==> src/rtl/msf_pkg.sv <==
package msf_pkg;
  typedef enum logic [1:0] {
    ST_IDLE = 2'd0,
    ST_FWD  = 2'd1,
    ST_WAIT = 2'd2,
    ST_RSP  = 2'd3
  } msf_state_e;
endpackage

==> src/rtl/msf_judge.sv <==
// Refusal decision: a non-secure master touching secure space is refused.
module msf_judge (
  input  logic master_nonsec,
  input  logic addr_secure,
  output logic refuse
);
  assign refuse = master_nonsec & addr_secure;
endmodule

==> src/rtl/msf_irq.sv <==
// Sticky interrupt: a new refusal has priority over clear.
module msf_irq (
  input  logic clk,
  input  logic rst,
  input  logic set_evt,
  input  logic clr,
  output logic irq
);
  always_ff @(posedge clk) begin
    if (rst)          irq <= 1'b0;
    else if (set_evt) irq <= 1'b1;
    else if (clr)     irq <= 1'b0;
  end
endmodule

==> src/rtl/msf_ctrl.sv <==
module msf_ctrl
  import msf_pkg::*;
#(
  parameter int ADDR_W = 32,
  parameter int DATA_W = 32
) (
  input  logic              clk,
  input  logic              rst,
  input  logic              req_vld,
  output logic              req_rdy,
  input  logic              req_wr,
  input  logic [ADDR_W-1:0] req_addr,
  input  logic [DATA_W-1:0] req_wdata,
  input  logic              refuse,
  input  logic              err_on_refuse,
  input  logic              master_nonsec,
  output logic              refuse_evt,
  output logic              dn_vld,
  input  logic              dn_rdy,
  output logic              dn_wr,
  output logic [ADDR_W-1:0] dn_addr,
  output logic [DATA_W-1:0] dn_wdata,
  output logic              dn_nonsec,
  input  logic              dn_rsp_vld,
  input  logic [DATA_W-1:0] dn_rdata,
  input  logic              dn_err,
  output logic              rsp_vld,
  output logic [DATA_W-1:0] rsp_rdata,
  output logic              rsp_err
);
  msf_state_e state_q;
  logic       accept;

  assign req_rdy    = (state_q == ST_IDLE);
  assign accept     = req_vld & req_rdy;
  assign refuse_evt = accept & refuse;

  always_ff @(posedge clk) begin
    if (rst) begin
      state_q   <= ST_IDLE;
      dn_vld    <= 1'b0;
      dn_wr     <= 1'b0;
      dn_addr   <= '0;
      dn_wdata  <= '0;
      dn_nonsec <= 1'b0;
      rsp_vld   <= 1'b0;
      rsp_rdata <= '0;
      rsp_err   <= 1'b0;
    end else begin
      rsp_vld <= 1'b0;
      unique case (state_q)
        ST_IDLE: begin
          if (accept) begin
            if (refuse) begin
              rsp_vld   <= 1'b1;
              rsp_rdata <= '0;
              rsp_err   <= err_on_refuse;
              state_q   <= ST_RSP;
            end else begin
              dn_vld    <= 1'b1;
              dn_wr     <= req_wr;
              dn_addr   <= req_addr;
              dn_wdata  <= req_wdata;
              dn_nonsec <= master_nonsec;
              state_q   <= ST_FWD;
            end
          end
        end
        ST_FWD: begin
          if (dn_rdy) begin
            dn_vld  <= 1'b0;
            state_q <= ST_WAIT;
          end
        end
        ST_WAIT: begin
          if (dn_rsp_vld) begin
            rsp_vld   <= 1'b1;
            rsp_rdata <= dn_rdata;
            rsp_err   <= dn_err;
            state_q   <= ST_RSP;
          end
        end
        ST_RSP: state_q <= ST_IDLE;
        default: state_q <= ST_IDLE;
      endcase
    end
  end
endmodule

==> src/rtl/msf_top.sv <==
module msf_top #(
  parameter int ADDR_W = 32,
  parameter int DATA_W = 32
) (
  input  logic              clk,
  input  logic              rst,
  input  logic              cfg_nonsec,
  input  logic              cfg_sec_resp,
  input  logic              up_req_vld,
  output logic              up_req_rdy,
  input  logic              up_wr,
  input  logic [ADDR_W-1:0] up_addr,
  input  logic [DATA_W-1:0] up_wdata,
  output logic              up_rsp_vld,
  output logic [DATA_W-1:0] up_rsp_rdata,
  output logic              up_rsp_err,
  output logic [ADDR_W-1:0] attr_addr,
  input  logic              attr_secure,
  output logic              dn_req_vld,
  input  logic              dn_req_rdy,
  output logic              dn_wr,
  output logic [ADDR_W-1:0] dn_addr,
  output logic [DATA_W-1:0] dn_wdata,
  output logic              dn_nonsec,
  input  logic              dn_rsp_vld,
  input  logic [DATA_W-1:0] dn_rdata,
  input  logic              dn_err,
  input  logic              irq_clr,
  output logic              irq
);
  logic refuse;
  logic refuse_evt;

  // The attribution query follows the live upstream address.
  assign attr_addr = up_addr;

  msf_judge judge_i (
    .master_nonsec (cfg_nonsec),
    .addr_secure   (attr_secure),
    .refuse        (refuse)
  );

  msf_ctrl #(.ADDR_W(ADDR_W), .DATA_W(DATA_W)) ctrl_i (
    .clk           (clk),
    .rst           (rst),
    .req_vld       (up_req_vld),
    .req_rdy       (up_req_rdy),
    .req_wr        (up_wr),
    .req_addr      (up_addr),
    .req_wdata     (up_wdata),
    .refuse        (refuse),
    .err_on_refuse (cfg_sec_resp),
    .master_nonsec (cfg_nonsec),
    .refuse_evt    (refuse_evt),
    .dn_vld        (dn_req_vld),
    .dn_rdy        (dn_req_rdy),
    .dn_wr         (dn_wr),
    .dn_addr       (dn_addr),
    .dn_wdata      (dn_wdata),
    .dn_nonsec     (dn_nonsec),
    .dn_rsp_vld    (dn_rsp_vld),
    .dn_rdata      (dn_rdata),
    .dn_err        (dn_err),
    .rsp_vld       (up_rsp_vld),
    .rsp_rdata     (up_rsp_rdata),
    .rsp_err       (up_rsp_err)
  );

  msf_irq irq_i (
    .clk     (clk),
    .rst     (rst),
    .set_evt (refuse_evt),
    .clr     (irq_clr),
    .irq     (irq)
  );
endmodule

==> config.mk <==
export PLATFORM = sky130hd
export DESIGN_NAME = msf_top
export DESIGN_NICKNAME = d
export VERILOG_FILES = /design/src/rtl/msf_pkg.sv /design/src/rtl/msf_judge.sv /design/src/rtl/msf_irq.sv /design/src/rtl/msf_ctrl.sv /design/src/rtl/msf_top.sv
export SDC_FILE = /design/constraint.sdc
export NUM_CORES = 1
export LEC_CHECK = 0
export CAP_MARGIN = 0
export CORE_AREA = 2 2 93 95
export DETAILED_ROUTE_END_ITERATION = 10
export DIE_AREA = 0 0 95 97
export DONT_BUFFER_PORTS = 1
export PLACE_DENSITY_LB_ADDON = 0.1
export SLEW_MARGIN = 10
export SYNTH_ARGS = -nofsm -noshare
export SYNTH_HDL_FRONTEND = slang
export SYNTH_HIERARCHICAL = 1
export SYNTH_SLANG_ARGS = --single-unit
export TNS_END_PERCENT = 10
==> constraint.sdc <==
create_clock -name clk -period 1.85 [get_ports clk]
set_clock_uncertainty 0.15 [all_clocks]
set_input_delay 0.37 -clock clk [delete_from_list [all_inputs] [get_ports clk]]
set_output_delay 0.37 -clock clk [all_outputs]
set_load 0.01 [all_outputs]
==> flow_summary_export.csv, run 1 <==
group,metric,value,unit
power,peakVddDrop,0.000719,V
yosys,ys_seq_elements,104,
floorplanning,core_area,8130,sq um
floorplanning,io_pins,242,
cells_and_area,final_core_util,52.6,%
clocking,clock_path_buffers,2,
global_route,grt_max_degree,105,
global_route,first_global_vias,3038,
critical_path,cp_slowest_cell,"dfxtp_1",
clocking,cts_tree,"built",
place,gp_congestion,0.763,
yosys,synth_edf_count,0,
cells_and_area,finish.net_count,567,
global_route,grt_pass1_wl,15800,um
clocking,htreeDepth,3,
cells_and_area,n_fill_cell,812,
yosys,synthDistinctLibCells,31,
detailed_routing,vias,3252,
yosys,netlist_instances,509,
sta,fin_crit_sh,95.0,%
sta,hold_violations,94,
place,postPlaceCellArea,4060,sq um
cells_and_area,stdcell_area,4280,sq um
power,p_leak,1.43,nW
global_route,antenna_found_initial,0,
power,power_density,1500,nW/um^2
power,totalPowerFinal,6.43,mW
sta,max_slew_margin,81.1,%
global_route,overflow,0,
floorplanning,die_h,97,um
sta,worst_slew_pin_slew,283,ps
global_route,grt_util_all_layers,21.5,%
worst_hold_path,hold_path.class,"in -> reg",
outcome,outcome,"complete, but fails checks",
critical_path,cp.required,1330,ps
critical_path,criticalPathCategory,"reg -> out",
yosys,synth_seq_area_share,48.9,%
place,portBuffers,0,
sta,period_needed,1760,ps
yosys,syn-mean-instance-area,8.36,sq um
outcome,violations,"hold timing",
detailed_routing,dr.pass1.iters,5,
place,dpl_worst_slack,29.3,ps
cells_and_area,synthToLayoutAreaGrowth,0.500,%
critical_path,endpoint_kind,"output pin",
yosys,synthArstFlopShare,0,%
floorplanning,dieArea,9220,sq um
sta,setup_viol,0,
cells_and_area,post_route_cells_drive_above_1_share,6.94,%
floorplanning,start_util,52.3,%
yosys,yosysWarnings,6,
detailed_routing,via_per_inst,5.75,
critical_path,crit_arrival,1240,ps
yosys,ys.flop_type,"dfxtp_1",
yosys,syn_area,4260,sq um
critical_path,path_cells,"inv_1, ha_2, buf_4",
floorplanning,rows,33,
yosys,yosysTopAreaCellShare,48.9,%
critical_path,startpoint_type,"flip-flop",
sta,slew_viol_final,0,
sta,holdWs,-79.1,ps
yosys,synth_top_cell_by_area,"dfxtp_1",
yosys,syn_nets,620,
clocking,cts_made_buffers,9,
run,cap_violations,0,
detailed_routing,drt_iter0_drc,134,
place,hpwl,6870,um
detailed_routing,drc,0,
critical_path,cp_max_fo,6,
detailed_routing,wl,10300,um
sta,rsz0062_at_grt,"true",
clocking,cts.clk_slew.worst_paths,110,ps
clocking,clockRootBuffer,"clkbuf_8",
cells_and_area,diodes,0,
critical_path,slowest_delay,330,ps
sta,worst_slack,92.7,ps
detailed_routing,antenna_left,0,
detailed_routing,wire_per_inst,18.2,um
clocking,clk_latency,350,ps
yosys,ys_top_cells_by_area,"dfxtp_1, a21oi_1, nand2_1, buf_4, nand4b_1",
sta,max_freq,0.569,GHz
clocking,clock_sinks,104,
floorplanning,die_w,95,um
-- routing by layer --
metal,GRT usage [%],vias to the layer above,share of wire (%)
met5,0,-,0
met4,10.3,0,2.9
met3,7.32,26,10
met2,35.2,148,48
met1,25.0,1504,39
li1,-,1574,-
-- power breakdown --
group	internal, mW	total [mW]	switching (mW)
Combinational	0.841	2.04	1.20
Sequential	2.57	2.95	0.371
Clock	0.674	1.45	0.778
Total	4.09	6.43	2.35
-- state kept, by name, summed over array words and instances, names as in the netlist --
name / flops
ctrl_i/dn_wr: 1
ctrl_i/rsp_err: 1
ctrl_i/rsp_rdata: 32
irq_i/irq: 1
ctrl_i/state_q: 2
ctrl_i/rsp_vld: 1
ctrl_i/dn_addr: 32
ctrl_i/dn_wdata: 32
ctrl_i/dn_nonsec: 1
ctrl_i/dn_vld: 1
-- synth_stat cells (3+ instances only) --
master	number
o21ai_1	6
nand2_1	134
nand4b_1	32
clkbuf_1	13
buf_2	16
ha_1	4
a21oi_1	101
buf_4	41
o21ai_0	27
dfxtp_1	104
inv_1	3
nand2b_1	4
-- cell families after synthesis --
group	Yosys count	synth area share (%)
AO/OA/AOI/OAI	139	16.9
adder cells (fa/ha/maj)	4	1.18
buffers and inverters	78	11.2
flip-flops	104	48.9
multiplexers	3	0.999
AND/OR/NAND/NOR	181	20.8
-- stage by stage --
stage,TNS [ps],cells
floorplan,0,509
global placement,0,549
detailed placement,0,549
CTS,0,565
global route,-42.0,566
finish,0,566
-- worst max-delay path, delay by kind of cell, from the launching register on --
kind / cells / cell delay (ps)
buf+inv: 2 / 280
flops: 1 / 330
fa+ha+maj: 1 / 270
-- timing repair --
item | in CTS | in global routing
gates cloned | 0 | 0
setup buffers | 0 | 1
setup endpoints to repair | 1 | 31
resized for setup | 1 | 1
endpoints found under the hold margin | 104 | 104
-- path summary, 6_finish.rpt --
path,start,endpoint,slack [ps],cells after the start
worst max register to register,ctrl_i/state_q[0],ctrl_i/rsp_err,100,6
worst max-delay path,ctrl_i/state_q[1],up_req_rdy,90,3
worst min-delay path,rst,ctrl_i/dn_addr[23],-80,1
worst min register to register,ctrl_i/dn_wdata[17],ctrl_i/dn_wdata[17],350,2
-- area by class of cell --
| cell class | instances | area, sq um | area share (%) |
|---|---|---|---|
| clock buffer | 11 | 141 | 3.31 |
| clock inverter | 5 | 62.6 | 1.46 |
| tap | 105 | 131 | 3.07 |
| timing repair buffer | 11 | 145 | 3.39 |
| multi-input combinational | 327 | 1700 | 39.8 |
| sequential | 104 | 2080 | 48.7 |
| inverter | 3 | 11.3 | 0.263 |
-- placed cells by master (no fill, tap or decap), types with 2 or more instances in the layout --
master | Yosys | routed
ha_1 | 4 | 2
inv_1 | 3 | 3
inv_6 | 0 | 2
nand4b_1 | 32 | 32
buf_4 | 41 | 6
a21oi_1 | 101 | 101
nand3b_1 | 2 | 2
a211oi_1 | 2 | 2
dfxtp_1 | 104 | 104
o21ai_0 | 27 | 27
clkbuf_8 | 0 | 10
ha_2 | 0 | 2
mux2i_1 | 2 | 2
nand2_1 | 134 | 134
clkinvlp_4 | 0 | 2
nand2b_1 | 4 | 4
buf_12 | 0 | 5
o21ai_1 | 6 | 6
No activity file was read; power rests on OpenSTA's default activity.
==> inputs of run 2 (changes only) <==
Clock period 1.85 ns to 1.9 ns, I/O delays scaled along.
==> run 2 against run 1 <==
  * The run still ends with hold timing left
  * Core utilization fell by 0.11 points
  * Sequential power fell by 3%
  * Via count fell by 0.62%
  * First-iteration DRC count fell by 1.5%
  * Global-route usage fell by 0.36 points
  * Sequential cell count did not move
  * Routed wire length fell by 2.5%
  * Final area fell by 0.20%
  * Largest power group unchanged
==> flow_summary_export.csv, run 2 (synthesized netlist as in run 1, its figures left out) <==
group,metric,value,unit
outcome,outcome,"complete, but fails checks",
outcome,violations,"hold timing",
place,portBuffers,0,
sta,worst_slack,128,ps
cells_and_area,final_core_util,52.5,%
cells_and_area,largestRegisters,"ctrl_i/dn_addr x32, ctrl_i/dn_wdata x32, ctrl_i/rsp_rdata x32",
critical_path,cp_num_buf_inv,2,
sta,worst_slew_pin_slew,280,ps
floorplanning,die_h,97,um
global_route,grt_pass1_wl,15600,um
clocking,clk_latency,340,ps
floorplanning,core_area,8130,sq um
cells_and_area,synthToLayoutAreaGrowth,0.294,%
global_route,grt_util_all_layers,21.2,%
sta,fin_crit_sh,93.2,%
sta,max_slew_margin,81.1,%
sta,hold_violations,40,
critical_path,endpoint_kind,"flip-flop",
critical_path,critPathTopFamily,"buffers and inverters",
power,power_density,1450,nW/um^2
detailed_routing,wire_per_inst,17.7,um
detailed_routing,vias,3232,
place,gp_congestion,0.763,
clocking,cts_made_buffers,9,
clocking,clockRootBuffer,"clkbuf_8",
global_route,first_global_vias,2991,
cells_and_area,mostFrequentLayoutCells,"nand2_1, dfxtp_1, a21oi_1, nand4b_1, o21ai_0",
sta,slew_viol_final,0,
place,dpl_worst_slack,50.4,ps
sta,setup_viol,0,
critical_path,crit_arrival,1900,ps
clocking,cts_tree,"built",
global_route,grt_max_degree,105,
floorplanning,start_util,52.3,%
detailed_routing,dr.pass1.iters,6,
run,cap_violations,0,
cells_and_area,post_route_cells_drive_above_1_share,6.94,%
place,hpwl,6830,um
power,p_leak,1.43,nW
detailed_routing,wl,10000,um
floorplanning,io_pins,242,
detailed_routing,antenna_left,0,
clocking,cts.clk_slew.worst_paths,90,ps
detailed_routing,drt_iter0_drc,132,
critical_path,cp_max_fo,15,
floorplanning,dieArea,9220,sq um
cells_and_area,finish.net_count,568,
clocking,clock_path_buffers,2,
critical_path,slowest_delay,320,ps
detailed_routing,via_per_inst,5.71,
critical_path,cp.required,2030,ps
floorplanning,rows,33,
sta,holdWs,-57.6,ps
critical_path,path_cells,"inv_1, ha_2, buf_4, mux2i_1, or3_1, a21oi_1",
sta,max_freq,0.564,GHz
critical_path,cp_slowest_cell,"dfxtp_1",
clocking,htreeDepth,3,
power,peakVddDrop,0.000665,V
sta,rsz0062_at_grt,"true",
cells_and_area,final_common_cell,"nand2_1",
worst_hold_path,hold_path.class,"in -> reg",
global_route,overflow,0,
critical_path,criticalPathCategory,"reg -> reg",
sta,period_needed,1770,ps
power,totalPowerFinal,6.20,mW
floorplanning,die_w,95,um
cells_and_area,diodes,0,
clocking,clock_sinks,104,
global_route,antenna_found_initial,0,
detailed_routing,drc,0,
critical_path,startpoint_type,"flip-flop",
==> run 2: changes by cell type in the layout (fill, tap and decap cells not counted), sizes merged <==
cell      change
buf           +1
clkinv        +2
clkinvlp      -1
inv           -2
==> run 2: area by class of cell <==
cell class,instances,area (sq um)
Clock buffer,11,141
Inverter,3,11.3
Clock inverter,4,55.1
Sequential cell,104,2080
Fill cell,768,3860
Tap cell,105,131
Timing Repair Buffer,12,144
Multi-Input combinational cell,327,1700
==> run 2: repair_timing <==
item / in CTS / in global routing
resized for setup: 0 / 3
buffers inserted: 0 / 1
endpoints found under the hold margin: 104 / 104
setup endpoints to repair: 0 / 31
==> run 2: path summary, 6_finish.rpt <==
path	start	end	slack, ps	cells past startpoint
setup / recovery	ctrl_i/state_q[0]	ctrl_i/rsp_err	130	6
hold / removal	rst	ctrl_i/dn_wr	-60	1
setup reg to reg	ctrl_i/state_q[0]	ctrl_i/rsp_err	130	6
hold reg to reg	ctrl_i/dn_wdata[25]	ctrl_i/dn_wdata[25]	350	2
==> run 2: per-stage QoR <==
stage               cells  area, sq um  setup TNS [ps]
CTS                   565         4250               0
finish                566         4270               0
global placement      550         4060               0
global route          566         4270           -16.5
detailed placement    550         4060               0
floorplan             509         4260               0
==> run 2: worst register-to-register path: stages, from the launching register on <==
cell and delay [ps]:
dfxtp_1 320, inv_1 130, ha_2 290, buf_4 230, mux2i_1 120, or3_1 320
a21oi_1 140
==> run 2: power breakdown <==
part / leakage, nW / switching (mW) / total, mW / internal [mW]
registers: 0.847 / 0.363 / 2.87 / 2.51
logic: 0.487 / 1.17 / 1.97 / 0.806
clock network: 0.0956 / 0.715 / 1.36 / 0.644
total: 1.43 / 2.24 / 6.20 / 3.96
==> run 2: per-layer routing <==
| layer | track usage [%] | part of all wire [%] | up-vias |
|---|---|---|---|
| li1 | - | - | 1583 |
| met4 | 9.25 | 2.6 | 0 |
| met3 | 6.78 | 9.7 | 20 |
| met1 | 24.8 | 39 | 1478 |
| met5 | 0 | 0 | - |
| met2 | 35.1 | 49 | 151 |
